`config.mk`:
```
export PLATFORM = sky130hd
export DESIGN_NAME = async_serial_chan
export DESIGN_NICKNAME = d
export VERILOG_FILES = /design/src/rtl/aser_pkg.sv /design/src/rtl/aser_baud.sv /design/src/rtl/aser_tx.sv /design/src/rtl/aser_rx.sv /design/src/rtl/async_serial_chan.sv
export SDC_FILE = /design/constraint.sdc
export NUM_CORES = 1
export LEC_CHECK = 0
export BUFFER_PORTS_ARGS = -buffer_cell sky130_fd_sc_hd__buf_2
export CORE_ASPECT_RATIO = 0.6
export CORE_MARGIN = 4
export CORE_UTILIZATION = 45
export CTS_BUF_LIST = sky130_fd_sc_hd__clkbuf_2 sky130_fd_sc_hd__clkbuf_4 sky130_fd_sc_hd__clkbuf_8
export CTS_CLUSTER_SIZE = 16
export DETAILED_ROUTE_END_ITERATION = 10
export HOLD_SLACK_MARGIN = 0.08
export PLACE_DENSITY_LB_ADDON = 0.15
export SLEW_MARGIN = 0
export SYNTH_ARGS = -nofsm -noshare
export SYNTH_HDL_FRONTEND = slang
export SYNTH_SLANG_ARGS = --single-unit
```
`constraint.sdc`:
```
create_clock -name clk -period 2.82 [get_ports clk]
set_clock_uncertainty 0.2 [all_clocks]
set_input_delay 0.282 -clock clk [delete_from_list [all_inputs] [get_ports clk]]
set_output_delay 0.282 -clock clk [all_outputs]
set_load 0.1 [all_outputs]
```
`src/rtl/aser_pkg.sv`:
```
package aser_pkg;
  localparam int CHAR_MAX  = 9;
  localparam int OSR       = 16;
  localparam int SUB_W     = $clog2(OSR);
  localparam int FRAME_MAX = CHAR_MAX + 4;

  typedef enum logic [2:0] {RX_IDLE, RX_START, RX_DATA, RX_PAR, RX_STOP} rx_state_t;

  // data bits per character for a length code
  function automatic logic [3:0] char_bits(input logic [1:0] len);
    case (len)
      2'd0:    return 4'd7;
      2'd1:    return 4'd8;
      default: return 4'd9;
    endcase
  endfunction

  // parity bit value that the sender appends
  function automatic logic par_bit(input logic [CHAR_MAX-1:0] d,
                                   input logic [3:0] nb, input logic odd);
    logic p;
    p = odd;
    for (int i = 0; i < CHAR_MAX; i++)
      if (i < int'(nb)) p = p ^ d[i];
    return p;
  endfunction
endpackage

```
`src/rtl/aser_baud.sv`:
```
module aser_baud #(
  parameter int DIV_W = 12
) (
  input  logic             clk,
  input  logic             rst,
  input  logic [1:0]       src,
  input  logic [DIV_W-1:0] div,
  input  logic             fclk_en,
  output logic             tick,
  output logic             fclk
);
  localparam int PRE_W = 8;

  logic [PRE_W-1:0] pre_cnt, pre_lim;
  logic [DIV_W-1:0] div_cnt;
  logic             pre_hit, div_hit;

  always_comb begin
    case (src)
      2'd0:    pre_lim = 8'd0;
      2'd1:    pre_lim = 8'd7;
      2'd2:    pre_lim = 8'd31;
      default: pre_lim = 8'd255;
    endcase
    pre_hit = (pre_cnt >= pre_lim);
    div_hit = (div_cnt >= div);
  end

  always_ff @(posedge clk) begin
    if (rst) begin
      pre_cnt <= '0;
      div_cnt <= '0;
      tick    <= 1'b0;
      fclk    <= 1'b0;
    end else begin
      pre_cnt <= pre_hit ? '0 : pre_cnt + 1'b1;
      tick    <= 1'b0;
      if (pre_hit) begin
        if (div_hit) begin
          div_cnt <= '0;
          tick    <= 1'b1;
        end else begin
          div_cnt <= div_cnt + 1'b1;
        end
      end
      fclk <= fclk_en ? (fclk ^ tick) : 1'b0;
    end
  end

  assert_fclk_hold_R12: assert property (@(posedge clk) disable iff (rst)
    (fclk_en && !tick) |=> $stable(fclk));
endmodule

```
`src/rtl/aser_tx.sv`:
```
module aser_tx
  import aser_pkg::*;
(
  input  logic                clk,
  input  logic                rst,
  input  logic                tick,
  input  logic [1:0]          len,
  input  logic                par_en,
  input  logic                par_odd,
  input  logic                two_stop,
  input  logic [CHAR_MAX-1:0] wdata,
  input  logic                write,
  output logic                txd,
  output logic                buf_empty,
  output logic                empty_req
);
  localparam logic [SUB_W-1:0] SUB_LAST = SUB_W'(OSR - 1);

  logic [CHAR_MAX-1:0]  hold_q;
  logic                 hold_full;
  logic [FRAME_MAX-1:0] frame_q, frame_n;
  logic [3:0]           left_q, total_n, nb;
  logic [SUB_W-1:0]     sub_q;

  // assemble start, data, parity and stop bits; unused top bits stay high
  always_comb begin
    nb      = char_bits(len);
    frame_n = '1;
    frame_n[0] = 1'b0;
    for (int i = 0; i < CHAR_MAX; i++)
      if (i < int'(nb)) frame_n[i+1] = hold_q[i];
    if (par_en) frame_n[4'(nb + 4'd1)] = par_bit(hold_q, nb, par_odd);
    total_n = 4'd2 + nb + {3'd0, par_en} + {3'd0, two_stop};
  end

  always_ff @(posedge clk) begin
    if (rst) begin
      hold_q    <= '0;
      hold_full <= 1'b0;
      frame_q   <= '1;
      left_q    <= '0;
      sub_q     <= '0;
      txd       <= 1'b1;
      empty_req <= 1'b0;
    end else begin
      empty_req <= 1'b0;
      if (write && !hold_full) begin
        hold_q    <= wdata;
        hold_full <= 1'b1;
      end
      if (left_q == 4'd0) begin
        if (hold_full) begin
          frame_q   <= frame_n;
          left_q    <= total_n;
          sub_q     <= '0;
          hold_full <= 1'b0;
          empty_req <= 1'b1;
          txd       <= 1'b0;
        end
      end else if (tick) begin
        if (sub_q == SUB_LAST) begin
          sub_q   <= '0;
          frame_q <= {1'b1, frame_q[FRAME_MAX-1:1]};
          left_q  <= left_q - 4'd1;
          txd     <= (left_q > 4'd1) ? frame_q[1] : 1'b1;
        end else begin
          sub_q <= sub_q + 1'b1;
        end
      end
    end
  end

  assign buf_empty = !hold_full;

  assert_start_low_R2: assert property (@(posedge clk) disable iff (rst)
    empty_req |-> !txd);
  assert_idle_high_R4: assert property (@(posedge clk) disable iff (rst)
    (left_q == 4'd0) |-> txd);
  assert_hold_kept_R13: assert property (@(posedge clk) disable iff (rst)
    hold_full |=> $stable(hold_q));
endmodule

```
`src/rtl/aser_rx.sv`:
```
module aser_rx
  import aser_pkg::*;
(
  input  logic                clk,
  input  logic                rst,
  input  logic                tick,
  input  logic [1:0]          len,
  input  logic                par_en,
  input  logic                par_odd,
  input  logic                rxd,
  input  logic                rd,
  input  logic                clr,
  output logic [CHAR_MAX-1:0] data_q,
  output logic                full_q,
  output logic                done_q,
  output logic                ov_q,
  output logic                pe_q,
  output logic                fe_q,
  output logic                sum_q
);
  localparam logic [SUB_W-1:0] SUB_MID  = SUB_W'(OSR / 2 - 1);
  localparam logic [SUB_W-1:0] SUB_LAST = SUB_W'(OSR - 1);

  logic                rs1, rs2, last_q, pbit, fin;
  rx_state_t           st;
  logic [SUB_W-1:0]    sub;
  logic [3:0]          got, nb;
  logic [CHAR_MAX-1:0] sh, rdata, data_n;
  logic                full_n, ov_n, pe_n, fe_n, done_n;

  always_comb begin
    nb    = char_bits(len);
    rdata = sh >> (4'(CHAR_MAX) - nb);
    fin   = tick && (st == RX_STOP) && (sub == SUB_LAST);
  end

  always_ff @(posedge clk) begin
    if (rst) begin
      rs1 <= 1'b1; rs2 <= 1'b1; last_q <= 1'b1;
      st  <= RX_IDLE; sub <= '0; got <= '0; sh <= '0; pbit <= 1'b0;
    end else begin
      rs1 <= rxd;
      rs2 <= rs1;
      if (tick) begin
        last_q <= rs2;
        case (st)
          RX_IDLE:
            if (last_q && !rs2) begin
              st  <= RX_START;
              sub <= '0;
            end
          RX_START:
            if (sub == SUB_MID) begin
              sub <= '0;
              got <= '0;
              st  <= rs2 ? RX_IDLE : RX_DATA;
            end else sub <= sub + 1'b1;
          RX_DATA:
            if (sub == SUB_LAST) begin
              sub <= '0;
              sh  <= {rs2, sh[CHAR_MAX-1:1]};
              got <= got + 4'd1;
              if (got == nb - 4'd1) st <= par_en ? RX_PAR : RX_STOP;
            end else sub <= sub + 1'b1;
          RX_PAR:
            if (sub == SUB_LAST) begin
              sub  <= '0;
              pbit <= rs2;
              st   <= RX_STOP;
            end else sub <= sub + 1'b1;
          RX_STOP:
            if (sub == SUB_LAST) st <= RX_IDLE;
            else sub <= sub + 1'b1;
          default: st <= RX_IDLE;
        endcase
      end
    end
  end

  // holding register and flags: clears first, a completed character overrides
  always_comb begin
    data_n = data_q; full_n = full_q; ov_n = ov_q; pe_n = pe_q; fe_n = fe_q;
    done_n = 1'b0;
    if (rd) begin
      full_n = 1'b0; ov_n = 1'b0; pe_n = 1'b0; fe_n = 1'b0;
    end
    if (clr) begin
      ov_n = 1'b0; pe_n = 1'b0; fe_n = 1'b0;
    end
    if (fin) begin
      if (full_n) ov_n = 1'b1;
      else begin
        data_n = rdata;
        full_n = 1'b1;
        pe_n   = par_en && (pbit != par_bit(rdata, nb, par_odd));
        fe_n   = !rs2;
        done_n = 1'b1;
      end
    end
  end

  always_ff @(posedge clk) begin
    if (rst) begin
      data_q <= '0; full_q <= 1'b0; done_q <= 1'b0;
      ov_q <= 1'b0; pe_q <= 1'b0; fe_q <= 1'b0; sum_q <= 1'b0;
    end else begin
      data_q <= data_n; full_q <= full_n; done_q <= done_n;
      ov_q <= ov_n; pe_q <= pe_n; fe_q <= fe_n;
      sum_q <= ov_n | pe_n | fe_n;
    end
  end

  assert_sum_or_R11: assert property (@(posedge clk) disable iff (rst)
    sum_q == (ov_q | pe_q | fe_q));
  assert_done_full_R6: assert property (@(posedge clk) disable iff (rst)
    done_q |-> full_q);
  assert_overrun_keep_R10: assert property (@(posedge clk) disable iff (rst)
    $rose(ov_q) |-> (full_q && $stable(data_q)));
  assert_frame_with_char_R9: assert property (@(posedge clk) disable iff (rst)
    $rose(fe_q) |-> done_q);
endmodule

```
`src/rtl/async_serial_chan.sv`:
```
module async_serial_chan
  import aser_pkg::*;
#(
  parameter int DIV_W = 12
) (
  input  logic                clk,
  input  logic                rst,
  input  logic [1:0]          cfg_src,
  input  logic [DIV_W-1:0]    cfg_div,
  input  logic [1:0]          cfg_len,
  input  logic                cfg_par_en,
  input  logic                cfg_par_odd,
  input  logic                cfg_two_stop,
  input  logic                cfg_fclk_en,
  input  logic [CHAR_MAX-1:0] tx_data,
  input  logic                tx_write,
  output logic                tx_buf_empty,
  output logic                tx_empty_req,
  output logic                txd,
  input  logic                rxd,
  output logic [CHAR_MAX-1:0] rx_data,
  output logic                rx_full,
  input  logic                rx_read,
  input  logic                err_clear,
  output logic                rx_done_req,
  output logic                err_overrun,
  output logic                err_parity,
  output logic                err_frame,
  output logic                err_sum,
  output logic                fclk_out
);
  logic tick;

  aser_baud #(.DIV_W(DIV_W)) u_baud (
    .clk(clk), .rst(rst), .src(cfg_src), .div(cfg_div),
    .fclk_en(cfg_fclk_en), .tick(tick), .fclk(fclk_out)
  );

  aser_tx u_tx (
    .clk(clk), .rst(rst), .tick(tick), .len(cfg_len), .par_en(cfg_par_en),
    .par_odd(cfg_par_odd), .two_stop(cfg_two_stop), .wdata(tx_data),
    .write(tx_write), .txd(txd), .buf_empty(tx_buf_empty),
    .empty_req(tx_empty_req)
  );

  aser_rx u_rx (
    .clk(clk), .rst(rst), .tick(tick), .len(cfg_len), .par_en(cfg_par_en),
    .par_odd(cfg_par_odd), .rxd(rxd), .rd(rx_read), .clr(err_clear),
    .data_q(rx_data), .full_q(rx_full), .done_q(rx_done_req),
    .ov_q(err_overrun), .pe_q(err_parity), .fe_q(err_frame), .sum_q(err_sum)
  );
endmodule

```
## Yosys cells after proc, flatten, opt, wreduce, memory -nomap -nowiden

Cells that the tools add are included.

| operators by class | value |
|---|---|
| add/subtract/negate cells | 12 |
| multiply operators | 0 |
| div/mod/pow operators | 0 |
| $lt $le $gt $ge | 14 |
| eq/ne operators | 20 |
| shift operators | 1 |
| muxes and demuxes | 115 |
| bitwise operators | 26 |
| reductions and logical operators | 30 |

Operators by type and width:

| kind | number |
|---|---|
| $mux W1 | 80 |
| $mux W13 | 5 |
| $mux W4 | 14 |
| $pmux W8 S3 | 1 |
| $mux W3 | 7 |
| $xor A1 B1 Y1 | 19 |
| $add A4 B1 Y4 const B | 4 |
| $lt A3 B4 Y1 const A | 4 |
| $pmux W4 S2 | 2 |
| $pmux W4 S4 | 1 |
| $pmux W3 S5 | 1 |
| $bwmux W13 | 1 |
| $add A12 B1 Y12 const B | 1 |
| $ge A12 B12 Y1 | 1 |
| $mux W12 | 1 |
| $ne A2 B1 Y1 const B | 6 |
| $reduce_or A2 Y1 | 6 |
| $reduce_and A3 Y1 | 3 |
| $shr A9 B4 Y9 | 1 |
| $add A4 B1 Y4 | 2 |
| $add A8 B1 Y8 const B | 1 |
| $eq A4 B4 Y1 const B | 2 |
| $ge A8 B8 Y1 | 1 |
| $lt A1 B4 Y1 const A | 2 |
| 31 further kinds | 52 |

| word-level totals | value |
|---|---|
| bits in registers | 94 |
| bits in latches | 0 |
| RAM bits | 0 |
| bits in read-only memories | 0 |
| bits of input ports | 35 |
| output and inout bits | 19 |
| word-level logic and storage cells | 244 |
| memories kept | 0 |

## Logic depth before layout (Yosys ltp)

Gate-level depths: netlist of the first run.

| depth | value |
|---|---|
| depth in word-level cells | 46 |
| depth in mapped cells | 11 |
| depth with buffers taken out | 10 |

## By module

Synthesis of the first run repeated with hierarchy kept, for this count alone.

| unflattened totals | value |
|---|---|
| cells, all modules | 619 |
| area, all modules | 5096.1 um^2 |

Modules (own cells, without submodules):

| module | times used | cells each | area an instance (um^2) | sequential area each (um^2) |
|---|---|---|---|---|
| aser_rx | 1 | 259 | 2129.5 | 780.7 |
| aser_tx | 1 | 194 | 1556.5 | 640.6 |
| aser_baud | 1 | 166 | 1410.1 | 440.4 |

## Worst setup path before layout of the first run

Ideal clock, no wire load.

| timing | value |
|---|---|
| path type | input to register |
| start point | input port cfg_len[1] |
| end point | register u_rx.sum_q |
| library setup time | 0.127 ns |
| arrival time | 2.324 ns |
| data required time | 2.493 ns |
| setup slack | 0.169 ns |
| stages | 11 |
| buffers on the path | 1 |
| cells stage by stage | buf_2 nor2_1 inv_1 ha_1 nand3b_1 xnor2_1 xnor2_1 xnor3_1 xnor2_1 o21ai_2 or3_1 |

| on the way | value |
|---|---|
| longest elaborated chain between the ends | 46 |
| elaborated cells between the ends (all ways) | 56 |
| those cells by class | add/sub: 1; order compare: 9; eq/ne: 2; shift: 1; mux: 30; bitwise: 11; reduce/logical: 2 |

RTL lines:

| item | line | RTL |
|---|---|---|
| start, declared | async_serial_chan.sv:10 | `input logic [1:0] cfg_len,` |
| $eq A2 B1 Y1 or $logic_not A2 Y1 (tied branches) | aser_pkg.sv:11 | `case (len)` |
| $pmux W4 S2 * | aser_pkg.sv:11 |  |
| $sub A4 B4 Y4 | aser_rx.sv:33 | `rdata = sh >> (4'(CHAR_MAX) - nb);` |
| $shr A9 B4 Y9 | aser_rx.sv:33 |  |
| $xor A1 B1 Y1 | aser_pkg.sv:24 | `if (i < int'(nb)) p = p ^ d[i];` |
| $mux W1 | aser_pkg.sv:24 |  |
| $mux W1 | aser_rx.sv:91 | `if (full_n) ov_n = 1'b1;` |
| $mux W1 | aser_rx.sv:90 | `if (fin) begin` |
| (+29 left out) | - |  |
| $mux W1 * | aser_pkg.sv:24 |  |
| $mux W1 * | aser_rx.sv:91 |  |
| $mux W1 * | aser_rx.sv:90 |  |
| $ne A1 B1 Y1 * | aser_rx.sv:95 | `pe_n = par_en && (pbit != par_bit(rdata, nb, par_odd));` |
| $logic_and A1 B1 Y1 * | aser_rx.sv:95 |  |
| $mux W1 * | aser_rx.sv:91 |  |
| $mux W1 * | aser_rx.sv:90 |  |
| $or A1 B1 Y1 * (2 in series) | aser_rx.sv:109 | `sum_q <= ov_n \| pe_n \| fe_n;` |
| end signal, assigned | aser_rx.sv:109 |  |
| end, declared | aser_rx.sv:19 | `output logic sum_q` |

Mark *: on every way between the ends. The rest lies on a longest branch, timed or not. The select of a mux whose other input is x is not followed.
A chain may end at the register's enable or synchronous reset.

## Worst setup path after layout of the first run

| timing | value |
|---|---|
| start point | register u_baud.pre_cnt[0] |
| end point | register u_baud.div_cnt[9] |

| on the way | value |
|---|---|
| longest elaborated chain between the ends | 1 |

RTL lines:

| item | line | RTL |
|---|---|---|
| start, declared | aser_baud.sv:14 | `logic [PRE_W-1:0] pre_cnt, pre_lim;` |
| start signal, assigned | aser_baud.sv:36 | `pre_cnt <= pre_hit ? '0 : pre_cnt + 1'b1;` |
| $ge A8 B8 Y1 | aser_baud.sv:25 | `pre_hit = (pre_cnt >= pre_lim);` |
| end signal, assigned | aser_baud.sv:43 | `div_cnt <= div_cnt + 1'b1;` |
| end, declared | aser_baud.sv:15 | `logic [DIV_W-1:0] div_cnt;` |

No other way between the ends.

==> results of run 1 <==
## cell families after synthesis
| logic type | count (synthesis) | synth area share (%) |
|---|---|---|
| compound gates | 136 | 17.6 |
| simple gates | 238 | 23.2 |
| flops | 93 | 36.9 |
| fa+ha+maj | 32 | 7.94 |
| xor+xnor | 31 | 6.08 |
| buf+inv | 57 | 4.47 |
| mux | 19 | 3.80 |
## area by class of cell
cell class                 count  area share (%)
clock buffer                  12            2.61
clock inverter                 4           0.812
inverter                      26            1.67
multi-input combinational    456            50.4
sequential                    93            31.8
tap                          139            2.97
timing repair buffer          87            9.70
## report_power, final
part	switching [mW]	internal [mW]
Combinational	0.633	0.395
Clock	0.458	0.451
Sequential	0.0797	1.43
Total	1.17	2.27
## worst paths after layout
path	slack, ns	to	cells after the start	start
max reg2reg	0.14	u_baud.div_cnt[9]	9	u_baud.pre_cnt[0]
max	0.14	u_baud.div_cnt[9]	9	u_baud.pre_cnt[0]
min reg2reg	0.24	u_rx.rs2	1	u_rx.rs1
min	0.11	u_rx.pe_q	4	err_clear
## through the flow
step	setup slack, ns	instance area, um^2	power [mW]	std cells
2_1_floorplan	0.169	5040	2.28	606
3_3_place_gp	-0.0438	5510	2.53	787
3_5_place_dp	-0.105	5510	2.55	787
4_1_cts	0.129	5850	3.48	817
5_1_grt	0.00683	5850	3.67	817
6_report	0.141	5850	3.44	817
## cells in the mapped netlist, types with 5 or more instances
cell | number | area (um^2)
dfxtp_1 | 93 | 1860
nand2_1 | 73 | 274
nor2_1 | 59 | 221
a21oi_1 | 45 | 225
ha_1 | 32 | 400
inv_1 | 25 | 93.8
clkbuf_1 | 24 | 90.1
o21ai_0 | 22 | 110
nand3_1 | 20 | 100
xnor2_1 | 20 | 175
mux2i_1 | 18 | 180
nor2b_1 | 16 | 100
a211oi_1 | 13 | 97.6
nand2b_1 | 10 | 62.6
or2_2 | 9 | 56.3
a221oi_1 | 8 | 70.1
a31oi_1 | 8 | 50.1
xor2_1 | 8 | 70.1
nor3_1 | 7 | 35.0
a21o_1 | 6 | 45.0
a22oi_1 | 5 | 37.5
and2_1 | 5 | 31.3
and3_1 | 5 | 31.3
nor3b_1 | 5 | 37.5
or3_1 | 5 | 31.3
## registers in the layout, summed over array words and instances, names as in the netlist, 3 cells and up
signal	flops
u_rx.got	4
u_baud.div_cnt	12
u_tx.frame_q	12
u_rx.sub	4
u_rx.sh	9
u_tx.left_q	4
u_tx.hold_q	9
u_tx.sub_q	4
u_baud.pre_cnt	8
u_rx.data_q	9
u_rx.st	3
## layer usage
layer | vias to the layer above | routed length (um)
met5 | - | 0
met4 | 0 | 42
met3 | 4 | 430
met2 | 78 | 4950
met1 | 2074 | 6280
li1 | 2253 | -
## worst max-delay path, stage by stage, from the launching register on
cell,delay [ns]
dfxtp_1,0.39
inv_1,0.06
ha_1,0.26
nand2b_1,0.09
a21o_1,0.10
a21o_1,0.13
a221oi_2,0.07
or3_4,0.47
or4_1,0.52
a221oi_1,0.27
==> flow_metrics.env, run 1 <==
export IMPL_critical_path_max_fanout=13
export IMPL_multi_input_area_um2=2950
export IMPL_ys_ff_latch=93
export IMPL_grt_max_degree=54
export IMPL_regArea_um2=1860
export IMPL_synth_distinct_cells=60
export IMPL_cts_sinks=93
export IMPL_period_needed_ns=2.68
export IMPL_crit_type="flop to flop"
export IMPL_maxCapViolCount=0
export IMPL_p_leak_nw=2.40
export IMPL_io_pins=54
export IMPL_hold_violations=0
export IMPL_avgSynthCellArea_um2=8.32
export IMPL_syn2layout_area_growth_pct=16.2
export IMPL_slew_violations=0
export IMPL_fin_crit_sh_pct=95.0
export IMPL_tightest_slew_ns=0.671
export IMPL_grt_ovfl_total=0
export IMPL_grt_use_met2_pct=26.7
export IMPL_cp_required_ns=2.88
export IMPL_synth_area_um2=5040
export IMPL_use_met3_pct=4.61
export IMPL_busiest_layer="met1"
export IMPL_rsz0062_at_grt="false"
export IMPL_core_um2=10700
export IMPL_critPathCaptureType="flop"
export IMPL_status="completed"
export IMPL_grt_usage_pct=18.5
export IMPL_place_gp_congestion=0.838
export IMPL_cts_reportedPaths_clkPinSlew_ns=0.09
export IMPL_initial_utilization_pct=46.9
export IMPL_cts_tree="done"
export IMPL_rows=29
export IMPL_antenna_found_initial=0
export IMPL_post_route_util_pct=54.5
export IMPL_cts_htree_levels=3
export IMPL_peakVddDrop_mv=0.454
export IMPL_die_area_um2=13000
export IMPL_synth_ff_type="dfxtp_1"
export IMPL_ys_seq_area_share_pct=36.9
export IMPL_drc_errors=0
export IMPL_drtPass1Iterations=4
export IMPL_clockBufferDepth=2
export IMPL_via_per_inst=5.40
export IMPL_vias=4409
export IMPL_grt_pass1_vias=4116
export IMPL_yosysWarnings=0
export IMPL_ant_nets=0
export IMPL_synth_fp_nets=673
export IMPL_clk_latency_ns=0.36
export IMPL_hold_class="input pin to flop"
export IMPL_drive_above_1_share_pct=15.8
export IMPL_post_cts_resized=0
export IMPL_synth_cells=606
export IMPL_final_setup_viol_count=0
export IMPL_max_freq_mhz=373
export IMPL_die_w_um=145
export IMPL_ctsHoldBuffers=14
export IMPL_die_y_um=90.0
export IMPL_drt_wl_total_um=11700
export IMPL_io_buffer_count=53
export IMPL_fillers=992
export IMPL_final_cell_mix="dfxtp_1, nand2_1, nor2_1"
export IMPL_clockRootBuffer="clkbuf_8"
export IMPL_critPathArrivalTime_ns=2.74
export IMPL_holdWs_ns=0.106
export IMPL_cts_inserted_buffers=9
export IMPL_p_per_area_nw_per_um2=588
export IMPL_post_cts_setup_buffer_count=0
export IMPL_grt_pass1_wl_um=20000
export IMPL_drt_iter0_drc=246
export IMPL_num_antenna_cells=0
export IMPL_use_met1_pct=27.9
export IMPL_synth_async_sr_flop_share_pct=0
export IMPL_dpl_hpwl_um=8560
export IMPL_synth_edff_count=0
export IMPL_wire_per_inst_um=14.3
export IMPL_fin_setup_tns_ns=0
export IMPL_start_kind="flop"
export IMPL_final_common_cell="dfxtp_1"
export IMPL_slew_headroom_pct=54.8
export IMPL_final_nets=740
No activity file was read; power rests on OpenSTA's default activity.
==> inputs of run 2 (changes only) <==
--- a/config.mk
+++ b/config.mk
@@ -8,7 +8,7 @@
 export BUFFER_PORTS_ARGS = -buffer_cell sky130_fd_sc_hd__buf_2
 export CORE_ASPECT_RATIO = 0.6
 export CORE_MARGIN = 4
-export CORE_UTILIZATION = 45
+export CORE_UTILIZATION = 25
 export CTS_BUF_LIST = sky130_fd_sc_hd__clkbuf_2 sky130_fd_sc_hd__clkbuf_4 sky130_fd_sc_hd__clkbuf_8
 export CTS_CLUSTER_SIZE = 16
 export DETAILED_ROUTE_END_ITERATION = 10
==> constraint.sdc (replaced) <==
create_clock -name clk -period 3.2 [get_ports clk]
set_clock_uncertainty 0.2 [all_clocks]
set_input_delay 0.32 -clock clk [delete_from_list [all_inputs] [get_ports clk]]
set_output_delay 0.32 -clock clk [all_outputs]
set_load 0.1 [all_outputs]
==> flow_metrics.env, run 2 (same netlist as run 1, synthesis figures left out) <==
export IMPL_hold_violations=0
export IMPL_drt_iter0_drc=169
export IMPL_grt_use_met2_pct=16.0
export IMPL_peakVddDrop_mv=0.379
export IMPL_cts_sinks=93
export IMPL_place_gp_congestion=0.777
export IMPL_cp_num_buf_inv=2
export IMPL_clk_latency_ns=0.38
export IMPL_core_um2=19400
export IMPL_slew_headroom_pct=38.1
export IMPL_critical_path_max_fanout=9
export IMPL_period_needed_ns=2.80
export IMPL_grt_max_degree=51
export IMPL_grt_ovfl_total=0
export IMPL_io_buffer_count=53
export IMPL_start_kind="flop"
export IMPL_die_y_um=118
export IMPL_multi_input_area_um2=2950
export IMPL_cts_inserted_buffers=9
export IMPL_max_freq_mhz=357
export IMPL_dpl_hpwl_um=9590
export IMPL_grt_pass1_vias=4156
export IMPL_rows=39
export IMPL_fillers=2084
export IMPL_drt_wl_total_um=12900
export IMPL_fin_crit_sh_pct=87.6
export IMPL_grt_pass1_wl_um=21200
export IMPL_grt_usage_pct=11.5
export IMPL_final_setup_viol_count=0
export IMPL_maxCapViolCount=0
export IMPL_crit_chain="inv_1 -> ha_1 -> and2_1 -> nand2_1 -> a21boi_0 -> buf_4 -> a2111oi_2 -> a2111o_1"
export IMPL_crit_type="flop to flop"
export IMPL_cpMaxStageDelayCell="a21boi_0"
export IMPL_die_w_um=191
export IMPL_cts_tree="done"
export IMPL_status="completed"
export IMPL_drc_errors=0
export IMPL_die_area_um2=22600
export IMPL_drive_above_1_share_pct=15.3
export IMPL_cp_required_ns=3.26
export IMPL_post_cts_resized=0
export IMPL_fin_cells=939
export IMPL_fin_total_pwr_mw=3.12
export IMPL_p_leak_nw=2.38
export IMPL_syn2layout_area_growth_pct=18.8
export IMPL_postLayoutCellArea_um2=5990
export IMPL_final_nets=735
export IMPL_use_met1_pct=17.6
export IMPL_io_pins=54
export IMPL_clockBufferDepth=2
export IMPL_critPathArrivalTime_ns=2.86
export IMPL_vias=4364
export IMPL_dpl_cell_area_um2=5640
export IMPL_use_met3_pct=3.11
export IMPL_initial_utilization_pct=26.0
export IMPL_cts_reportedPaths_clkPinSlew_ns=0.10
export IMPL_critPathCaptureType="flop"
export IMPL_clockRootBuffer="clkbuf_8"
export IMPL_regArea_um2=1860
export IMPL_busiest_layer="met1"
export IMPL_dp_cells=910
export IMPL_tightest_slew_ns=0.920
export IMPL_post_cts_setup_buffer_count=0
export IMPL_drtPass1Iterations=4
export IMPL_hold_class="input pin to flop"
export IMPL_num_antenna_cells=0
export IMPL_ant_nets=0
export IMPL_final_cell_mix="dfxtp_1, nand2_1, nor2_1"
export IMPL_wire_per_inst_um=13.7
export IMPL_rsz0062_at_grt="false"
export IMPL_cp_slowest_stage_delay_ns=0.74
export IMPL_final_common_cell="dfxtp_1"
export IMPL_via_per_inst=4.65
export IMPL_p_per_area_nw_per_um2=520
export IMPL_fin_setup_tns_ns=0
export IMPL_critical_path_top_delay_family="compound AO/OA/AOI/OAI gates"
export IMPL_slew_violations=0
export IMPL_biggestRegsByFlops="u_baud.div_cnt (12), u_tx.frame_q (12)"
export IMPL_cts_htree_levels=3
export IMPL_antenna_found_initial=0
run 2: path summary, 6_finish.rpt:
check / cells past startpoint / slack [ns] / start / endpoint
min: 4 / 0.12 / err_clear / u_rx.ov_q
max: 8 / 0.40 / u_tx.left_q[0] / u_tx.frame_q[9]
max reg2reg: 8 / 0.40 / u_tx.left_q[0] / u_tx.frame_q[9]
min reg2reg: 1 / 0.22 / u_rx.rs1 / u_rx.rs2
run 2: layout make-up:
type,instances,area share [%]
multi-input combinational,456,49.3
sequential,93,31.1
timing repair buffer,82,8.82
tap,266,5.56
clock buffer,13,2.88
inverter,26,1.63
clock inverter,3,0.710
run 2: repair_timing:
action / CTS / global route
setup endpoints to repair: 0 / 0
endpoints found under the hold margin: 13 / 0
hold buffers: 13 / 0
run 2: per-layer routing:
layer	up-vias	share of wire [%]	wire (um)
met5	-	0	0
met4	0	0.62	80
met1	2073	56	7200
met3	5	3.4	439
met2	42	40	5180
li1	2244	-	-
run 2: metrics by stage:
stage / setup WS (ns) / hold WS, ns / utilization [%]
3_3_place_gp: 0.230 / 0.200 / 29.1
5_1_grt: 0.175 / 0.0948 / 30.8
4_1_cts: 0.368 / 0.0868 / 30.8
2_1_floorplan: 0.511 / 0.189 / -
3_5_place_dp: 0.164 / 0.199 / 29.1
6_report: 0.396 / 0.118 / 30.8
run 2: report_power, final:
part,switching [mW],internal (mW)
Sequential,0.0714,1.26
Combinational,0.573,0.351
Clock,0.429,0.434
run 2: tightest hold or removal path, stage by stage:
cell     delay [ns]
buf_2          0.10
nor2b_1        0.04
a21oi_1        0.11
nor3_1         0.06
